===== config.mk =====
export PLATFORM = sky130hd
export DESIGN_NAME = wash_seq_top
export DESIGN_NICKNAME = d
export VERILOG_FILES = /design/src/rtl/wash_seq_pkg.sv /design/src/rtl/wash_step_timer.sv /design/src/rtl/wash_step_fsm.sv /design/src/rtl/wash_drive_dec.sv /design/src/rtl/wash_seq_top.sv
export SDC_FILE = /design/constraint.sdc
export NUM_CORES = 1
export LEC_CHECK = 0
export ABC_CLOCK_PERIOD_IN_PS = 1500
export BUFFER_PORTS_ARGS = -buffer_cell sky130_fd_sc_hd__buf_4
export CAP_MARGIN = 20
export CORE_MARGIN = 8
export CORE_UTILIZATION = 48
export DETAILED_ROUTE_END_ITERATION = 16
export PLACE_DENSITY = 0.8
export SETUP_SLACK_MARGIN = 0.15
export SLEW_MARGIN = 20
export SYNTH_ARGS = -nofsm -noshare
export SYNTH_HDL_FRONTEND = slang
export SYNTH_SLANG_ARGS = --single-unit

===== constraint.sdc =====
create_clock -name clk -period 1.5 [get_ports clk]
set_input_delay 0.075 -clock clk [delete_from_list [all_inputs] [get_ports clk]]
set_output_delay 0.075 -clock clk [all_outputs]
set_load 0.1 [all_outputs]

===== src/rtl/wash_seq_pkg.sv =====
package wash_seq_pkg;

  typedef enum logic [2:0] {
    ST_OFF    = 3'd0,
    ST_FILL1  = 3'd1,
    ST_WASH   = 3'd2,
    ST_DRAIN1 = 3'd3,
    ST_FILL2  = 3'd4,
    ST_RINSE  = 3'd5,
    ST_DRAIN2 = 3'd6,
    ST_BAD    = 3'd7
  } step_e;

  typedef struct packed {
    logic valve;
    logic slow;
    logic fast;
    logic clr;
  } drive_t;

  function automatic logic step_active(step_e s);
    return (s != ST_OFF) && (s != ST_BAD);
  endfunction

endpackage


===== src/rtl/wash_step_timer.sv =====
module wash_step_timer
  import wash_seq_pkg::*;
#(
  parameter int CNT_W     = 4,
  parameter int FILL_CYC  = 6,
  parameter int WASH_CYC  = 10,
  parameter int DRAIN_CYC = 5,
  parameter int RINSE_CYC = 8
) (
  input  logic  clk,
  input  logic  rst,
  input  logic  run,
  input  step_e step,
  input  logic  clr_i,
  output logic  done
);

  localparam logic [CNT_W-1:0] TERM_FILL  = CNT_W'(FILL_CYC - 1);
  localparam logic [CNT_W-1:0] TERM_WASH  = CNT_W'(WASH_CYC - 1);
  localparam logic [CNT_W-1:0] TERM_DRAIN = CNT_W'(DRAIN_CYC - 1);
  localparam logic [CNT_W-1:0] TERM_RINSE = CNT_W'(RINSE_CYC - 1);

  logic [CNT_W-1:0] cnt_q;
  logic [CNT_W-1:0] term;
  logic             active;

  always_comb begin
    unique case (step)
      ST_FILL1, ST_FILL2:   term = TERM_FILL;
      ST_WASH:              term = TERM_WASH;
      ST_DRAIN1, ST_DRAIN2: term = TERM_DRAIN;
      ST_RINSE:             term = TERM_RINSE;
      default:              term = '0;
    endcase
  end

  assign active = step_active(step);
  assign done   = active && (cnt_q == term);

  always_ff @(posedge clk) begin
    if (rst) begin
      cnt_q <= '0;
    end else if (!active || !run || clr_i) begin
      cnt_q <= '0;
    end else begin
      cnt_q <= cnt_q + 1'b1;
    end
  end

endmodule


===== src/rtl/wash_step_fsm.sv =====
module wash_step_fsm
  import wash_seq_pkg::*;
(
  input  logic  clk,
  input  logic  rst,
  input  logic  power_en,
  input  logic  done,
  output step_e step
);

  step_e step_q;
  step_e step_d;
  logic  armed_q;

  always_comb begin
    step_d = step_q;
    if (!power_en) begin
      step_d = ST_OFF;
    end else begin
      case (step_q)
        ST_OFF:    if (armed_q) step_d = ST_FILL1;
        ST_FILL1:  if (done)    step_d = ST_WASH;
        ST_WASH:   if (done)    step_d = ST_DRAIN1;
        ST_DRAIN1: if (done)    step_d = ST_FILL2;
        ST_FILL2:  if (done)    step_d = ST_RINSE;
        ST_RINSE:  if (done)    step_d = ST_DRAIN2;
        ST_DRAIN2: if (done)    step_d = ST_OFF;
        default:                step_d = ST_OFF;
      endcase
    end
  end

  always_ff @(posedge clk) begin
    if (rst) begin
      step_q  <= ST_OFF;
      armed_q <= 1'b1;
    end else begin
      step_q <= step_d;
      if (!power_en) begin
        armed_q <= 1'b1;
      end else if (step_q == ST_OFF && armed_q) begin
        armed_q <= 1'b0;
      end
    end
  end

  assign step = step_q;

endmodule


===== src/rtl/wash_drive_dec.sv =====
module wash_drive_dec
  import wash_seq_pkg::*;
(
  input  step_e  step,
  input  logic   done,
  output drive_t drive
);

  always_comb begin
    drive = '0;
    case (step)
      ST_FILL1, ST_FILL2:   drive.valve = 1'b1;
      ST_WASH, ST_RINSE:    drive.slow  = 1'b1;
      ST_DRAIN1, ST_DRAIN2: drive.fast  = 1'b1;
      default:              drive       = '0;
    endcase
    drive.clr = done;
  end

endmodule


===== src/rtl/wash_seq_top.sv =====
module wash_seq_top
  import wash_seq_pkg::*;
#(
  parameter int FILL_CYC  = 6,
  parameter int WASH_CYC  = 10,
  parameter int DRAIN_CYC = 5,
  parameter int RINSE_CYC = 8
) (
  input  logic       clk,
  input  logic       rst,
  input  logic       power_en,
  output logic       fill_valve,
  output logic       drum_slow,
  output logic       drum_fast,
  output logic       timer_clr,
  output logic [2:0] step_code
);

  localparam int MAX_A   = (FILL_CYC > WASH_CYC) ? FILL_CYC : WASH_CYC;
  localparam int MAX_B   = (DRAIN_CYC > RINSE_CYC) ? DRAIN_CYC : RINSE_CYC;
  localparam int MAX_CYC = (MAX_A > MAX_B) ? MAX_A : MAX_B;
  localparam int CNT_W   = (MAX_CYC < 2) ? 1 : $clog2(MAX_CYC);

  step_e  step;
  logic   done;
  drive_t drive;

  wash_step_timer #(
    .CNT_W    (CNT_W),
    .FILL_CYC (FILL_CYC),
    .WASH_CYC (WASH_CYC),
    .DRAIN_CYC(DRAIN_CYC),
    .RINSE_CYC(RINSE_CYC)
  ) timer_i (
    .clk  (clk),
    .rst  (rst),
    .run  (power_en),
    .step (step),
    .clr_i(drive.clr),
    .done (done)
  );

  wash_step_fsm fsm_i (
    .clk     (clk),
    .rst     (rst),
    .power_en(power_en),
    .done    (done),
    .step    (step)
  );

  wash_drive_dec dec_i (
    .step (step),
    .done (done),
    .drive(drive)
  );

  assign fill_valve = drive.valve;
  assign drum_slow  = drive.slow;
  assign drum_fast  = drive.fast;
  assign timer_clr  = drive.clr;
  assign step_code  = step;

endmodule


# After elaboration in Yosys (flattened, before gate mapping)
# Cells that the tools add are included.
dict set report totals {
  ff_bits 8
  input_bits 3
  word_cells 47
}
dict set report op_classes {
  add_sub_neg 1
  n_eq_ne 15
  muxes 12
  n_bitwise 1
  n_reduce_logical 15
}
# operator n
set op_table {}
lappend op_table {{two-way mux 3 bit} 7}
lappend op_table {{one-hot mux 3 bit (7 select lines)} 1}
lappend op_table {{one-hot mux 4 bit (4 select lines)} 1}
lappend op_table {{inequality test 2 bit, second input constant} 6}
lappend op_table {{OR reduction 2 bit} 5}
lappend op_table {{== test 3 bit, second input constant} 3}
lappend op_table {{AND reduction 7 bit} 1}
lappend op_table {{== test 3 x 2 -> 1 bit, second input constant} 2}
lappend op_table {{adder 4 x 1 -> 4 bit, second input constant} 1}
lappend op_table {{== test 4 bit} 1}
lappend op_table {{== test 3 x 1 -> 1 bit, second input constant} 1}
lappend op_table {{logical AND 1 bit} 3}
lappend op_table {{zero test 3 bit} 1}
lappend op_table {{two-way mux 1 bit} 3}
lappend op_table {{inequality test 3 bit, second input constant} 1}
lappend op_table {{nonzero test 3 bit} 1}
lappend op_table {{zero test 1 bit} 2}
lappend op_table {{logical OR 1 bit} 2}
lappend op_table {{inequality test 2 x 1 -> 1 bit, second input constant} 1}
lappend op_table {{inverter 1 bit} 1}

# Longest topological paths before layout
dict set report logic_depth {
  depth_word 7
  mapped_depth 6
  mapped_depth_nobuf 5
}

# Modules after synthesis
# A second synthesis with hierarchy kept.
dict set report hier_totals {
  hier_cells 57
  hier_area_um2 474.2
}
# mod n_inst cells_each area_each_um2 seq_area_each_um2
set by_module_without_submodules {}
lappend by_module_without_submodules {wash_step_timer 1 27 231.5 80.1}
lappend by_module_without_submodules {wash_step_fsm 1 23 197.7 80.1}
lappend by_module_without_submodules {wash_drive_dec 1 7 45.0 0.0}

# Worst setup path before layout
# No wires, ideal clock.
dict set report synth_timing {
  path_kind {register to output}
  start {register fsm_i.step_q[2] (netlist: fsm_i.step[2])}
  end {output port drum_slow}
  arrival_time_ns 2.864
  slack_ns -1.439
  stages_incl_launch_ff 4
  path_buffers 1
  path_cell_list {dfxtp_1 -> buf_4 -> nand2_1 -> o21bai_1}
}
dict set report synth_between {
  elab_chain_cells 3
  elab_cells_between_ends 4
  cone_classes {2 x eq/ne; 1 x mux; 1 x reduce/logical}
}
# element line
set synth_lines {}
lappend synth_lines {{from (decl)} wash_step_fsm.sv:11} ;# step_e step_q;
lappend synth_lines {{from (signal assigned)} wash_step_fsm.sv:38} ;# step_q <= step_d;
lappend synth_lines {{== test 3 x 2 -> 1 bit / == test 3 bit (equally long branches)} wash_drive_dec.sv:11} ;# case (step)
lappend synth_lines {{OR reduction 2 bit *} wash_drive_dec.sv:11}
lappend synth_lines {{two-way mux 1 bit *} wash_drive_dec.sv:11}
lappend synth_lines {{to (decl)} wash_seq_top.sv:13} ;# output logic drum_slow,
# Every way passes the cells marked *; elsewhere a longest branch is shown, timed or not.

# Worst setup path after layout
dict set report layout_timing {
  start {register fsm_i.step_q[1] (netlist: fsm_i.step[1])}
  end {output port timer_clr}
}
dict set report layout_between {
  elab_chain_cells 5
  elab_cells_between_ends 14
  cone_classes {8 x eq/ne; 1 x mux; 5 x reduce/logical}
}
# element line
set layout_lines {}
lappend layout_lines {{== test 3 x 2 -> 1 bit, or another cell as far along} wash_step_timer.sv:28} ;# unique case (step)
lappend layout_lines {{OR reduction 2 bit} wash_step_timer.sv:28}
lappend layout_lines {{one-hot mux 4 bit (4 select lines)} wash_step_timer.sv:28}
lappend layout_lines {{== test 4 bit} wash_step_timer.sv:38} ;# assign done = active && (cnt_q == term);
lappend layout_lines {{logical AND 1 bit *} wash_step_timer.sv:38}
lappend layout_lines {{to (decl)} wash_seq_top.sv:15} ;# output logic timer_clr,
# Marked as above.

==> results.md <==
* Routed WL per cell at 20.0 um
* First-pass GRT wire length at 3430 um
* Sequential element share of the synthesized area at 24.6%
* Vias at 766
* Final Non-Filler Cells at 120
* Worst Hold Path EP: fsm_i.armed_q
* Smallest setup slack after layout at -0.198 ns
* Die area at 2790 um2
* Ys async rst share at 0%
* Mapped cell area at 652 um2
* Distinct cell type count after synthesis at 42
* Vias in the first global route at 751
* R2r worst-path depth at 6
* Synth top area cells: dfxtp_1 25%, nand2b_1 4.8%, a21oi_1 3.8%
* Tmin final at 1.70 ns
* Pre-CTS setup slack at -0.113 ns
* Largest net degree at the start of global routing at 12
* Total CTS buffers at 3
* Hold path start: rst
* Starting Density at 50.7%
* Root Buffer: clkbuf_4
* Violated checks: setup timing
* Cell accounting for the most synthesized area: dfxtp_1
* Clock Path Buffers at 2
* Most frequent cells after synthesis: 8 x dfxtp_1, 5 x a21oi_1, 5 x nand2b_1, 5 x nor2_1
* FF-to-FF Start: fsm_i.step[1]
* Hold WC Path Type: in -> reg
* Row count at 13
* Drt drc at 0
* H-tree depth at 1
* Synth Net Count at 80
* DRT Wirelength at 2400 um
* Post-Synthesis Cells at 76
* Layout fillers at 57
* Via/cell ratio at 6.38
* Lkg Pwr at 0.435 nW
* Most frequent cell after synthesis: dfxtp_1
* Synth Warn # at 0
* Status: complete, but fails checks
* Antenna violations before repair at 0
* Ant diodes at 0
* Hold_ws at 0.0179 ns
* Crit path max fanout at 9
* Setup crit start kind: register
* Die width at 52.9 um
* R2R Setup Slk at -0.19 ns
* Fin nets at 110
* Area growth, synth to finish at 73.3%
* Core footprint at 1280 um2
* Peak Freq at 589 MHz
* Req. time, crit path at 1.42 ns
* PwrDens at 480 nW/um2
* Hpwl dp at 1280 um
* Worst Tran Pin Value at 0.475 ns
* Worst R2R End: fsm_i.step[0]
* Footprint of the multi-input gates at 599 um2
* Final worst path period share at 113%
* Top-area cell type share of the netlist area at 24.6%
* Crit path kind: reg -> out
* Global route overflow at 0
* #FFs+latches synth at 8
* # IOs at 10
* GRT Total Usage at 16.6%
* Die H at 52.9 um
* Setup violators final at 8
* Hold depth at 3
* Sequential cell area at 178 um2
* Clock transition at path regs at 0.06 ns
* Initial drt markers at 29
* Final Hold Violating Endpoints at 0
* Share of post-route cells with drive strength above 1 at 63.8%
* Post-route cell area at 1130 um2
* Synth Flop Type: dfxtp_1
* DRT Pass-1 Iters at 4
* Avg Inst Size Synth at 8.58 um2
* Max_slew headroom at 68.3%
* Post-synth EDFFs at 0
* Final clock skew at 0.00588 ns
* GPL Wtd Cong at 0.842
* Cell count after placement at 109
* TritonCTS clock tree: built
* Clock Latency Late Sink at 0.27 ns
* Critical Path AT at 1.62 ns
* Post-route ant nets at 0
* Area after DPL at 882 um2
* Port-buffer cells at 9
* Unrepaired setup endpoints after global routing: true
* Clock sink count at 8
* VDD IR max at 395 uV
* Max_cap viols at 0
* Slew Limit Fails at 0
* CP Capture Type: output pin
* Fin util at 87.9%
critical path, cell delays in order, from the launching register on:
cell and delay (ns):
dfxtp_4 0.38, nor4_2 0.36, mux2i_2 0.15, nand2_2 0.11, o221a_4 0.18, buf_12 0.17
cell usage in the layout (no fill, tap or decap), types with 3 or more instances in the layout:
cell / n
buf_4: 24
nand2b_1: 4
a21oi_1: 4
dfxtp_4: 4
buf_6: 4
nand2_1: 3
nor2_1: 3
clkbuf_4: 3
buf_12: 3
worst max path at each step:
stage                        to        startpoint
5_1_grt           fsm_i.step[0]     fsm_i.step[1]
3_3_place_gp   timer_i.cnt_q[2]  timer_i.cnt_q[0]
3_5_place_dp   timer_i.cnt_q[2]  timer_i.cnt_q[0]
6_report              timer_clr     fsm_i.step[1]
2_1_floorplan  timer_i.cnt_q[0]     fsm_i.step[1]
4_1_cts               timer_clr     fsm_i.step[1]
metal layers:
layer | up-vias | global-route usage, % | share of wire (%)
li1 | 347 | - | -
met1 | 364 | 16.0 | 38
met2 | 42 | 30.1 | 51
met3 | 13 | 2.80 | 5.7
met4 | 0 | 12.9 | 5.5
met5 | - | 0 | 0
logic make-up after synthesis:
group,synth area share [%]
AO/OA/AOI/OAI,26.1
buffers and inverters,6.53
AND/OR/NAND/NOR,33.4
flip-flops,24.6
multiplexers,2.11
adder cells (fa/ha/maj),1.92
XOR/XNOR,5.38
repair_timing:
action                                  CTS  global route
endpoints found under the setup margin   11            11
pin swaps                                 6             4
resized for setup                        31             6
hold buffers                              0             0
buffers inserted                          5             2
endpoints found under the hold margin     0             0
stage by stage:
stage | TNS [ns] | total power, mW
6_report | -1.42 | 0.542
4_1_cts | -0.690 | 0.533
5_1_grt | -2.03 | 0.556
3_5_place_dp | -0.665 | 0.321
2_1_floorplan | -1.41 | 0.293
3_3_place_gp | -0.331 | 0.319
power by group:
| group | switching [mW] | internal [mW] |
|---|---|---|
| combinational | 0.0707 | 0.0593 |
| sequential | 0.0104 | 0.211 |
| clock | 0.0877 | 0.103 |
flip-flops by register name, indices dropped and copies added (netlist names):
register,flops
timer_i.cnt_q,4
fsm_i.step,3
fsm_i.armed_q,1
cell type report:
cell class	instances	area share [%]
clock buffers	4	2.33
inverters	2	0.664
multi-input cells	59	53.0
flip-flops and latches	8	15.7
well taps	15	1.66
repair buffers	32	26.6
No activity file was read; power rests on OpenSTA's default activity.
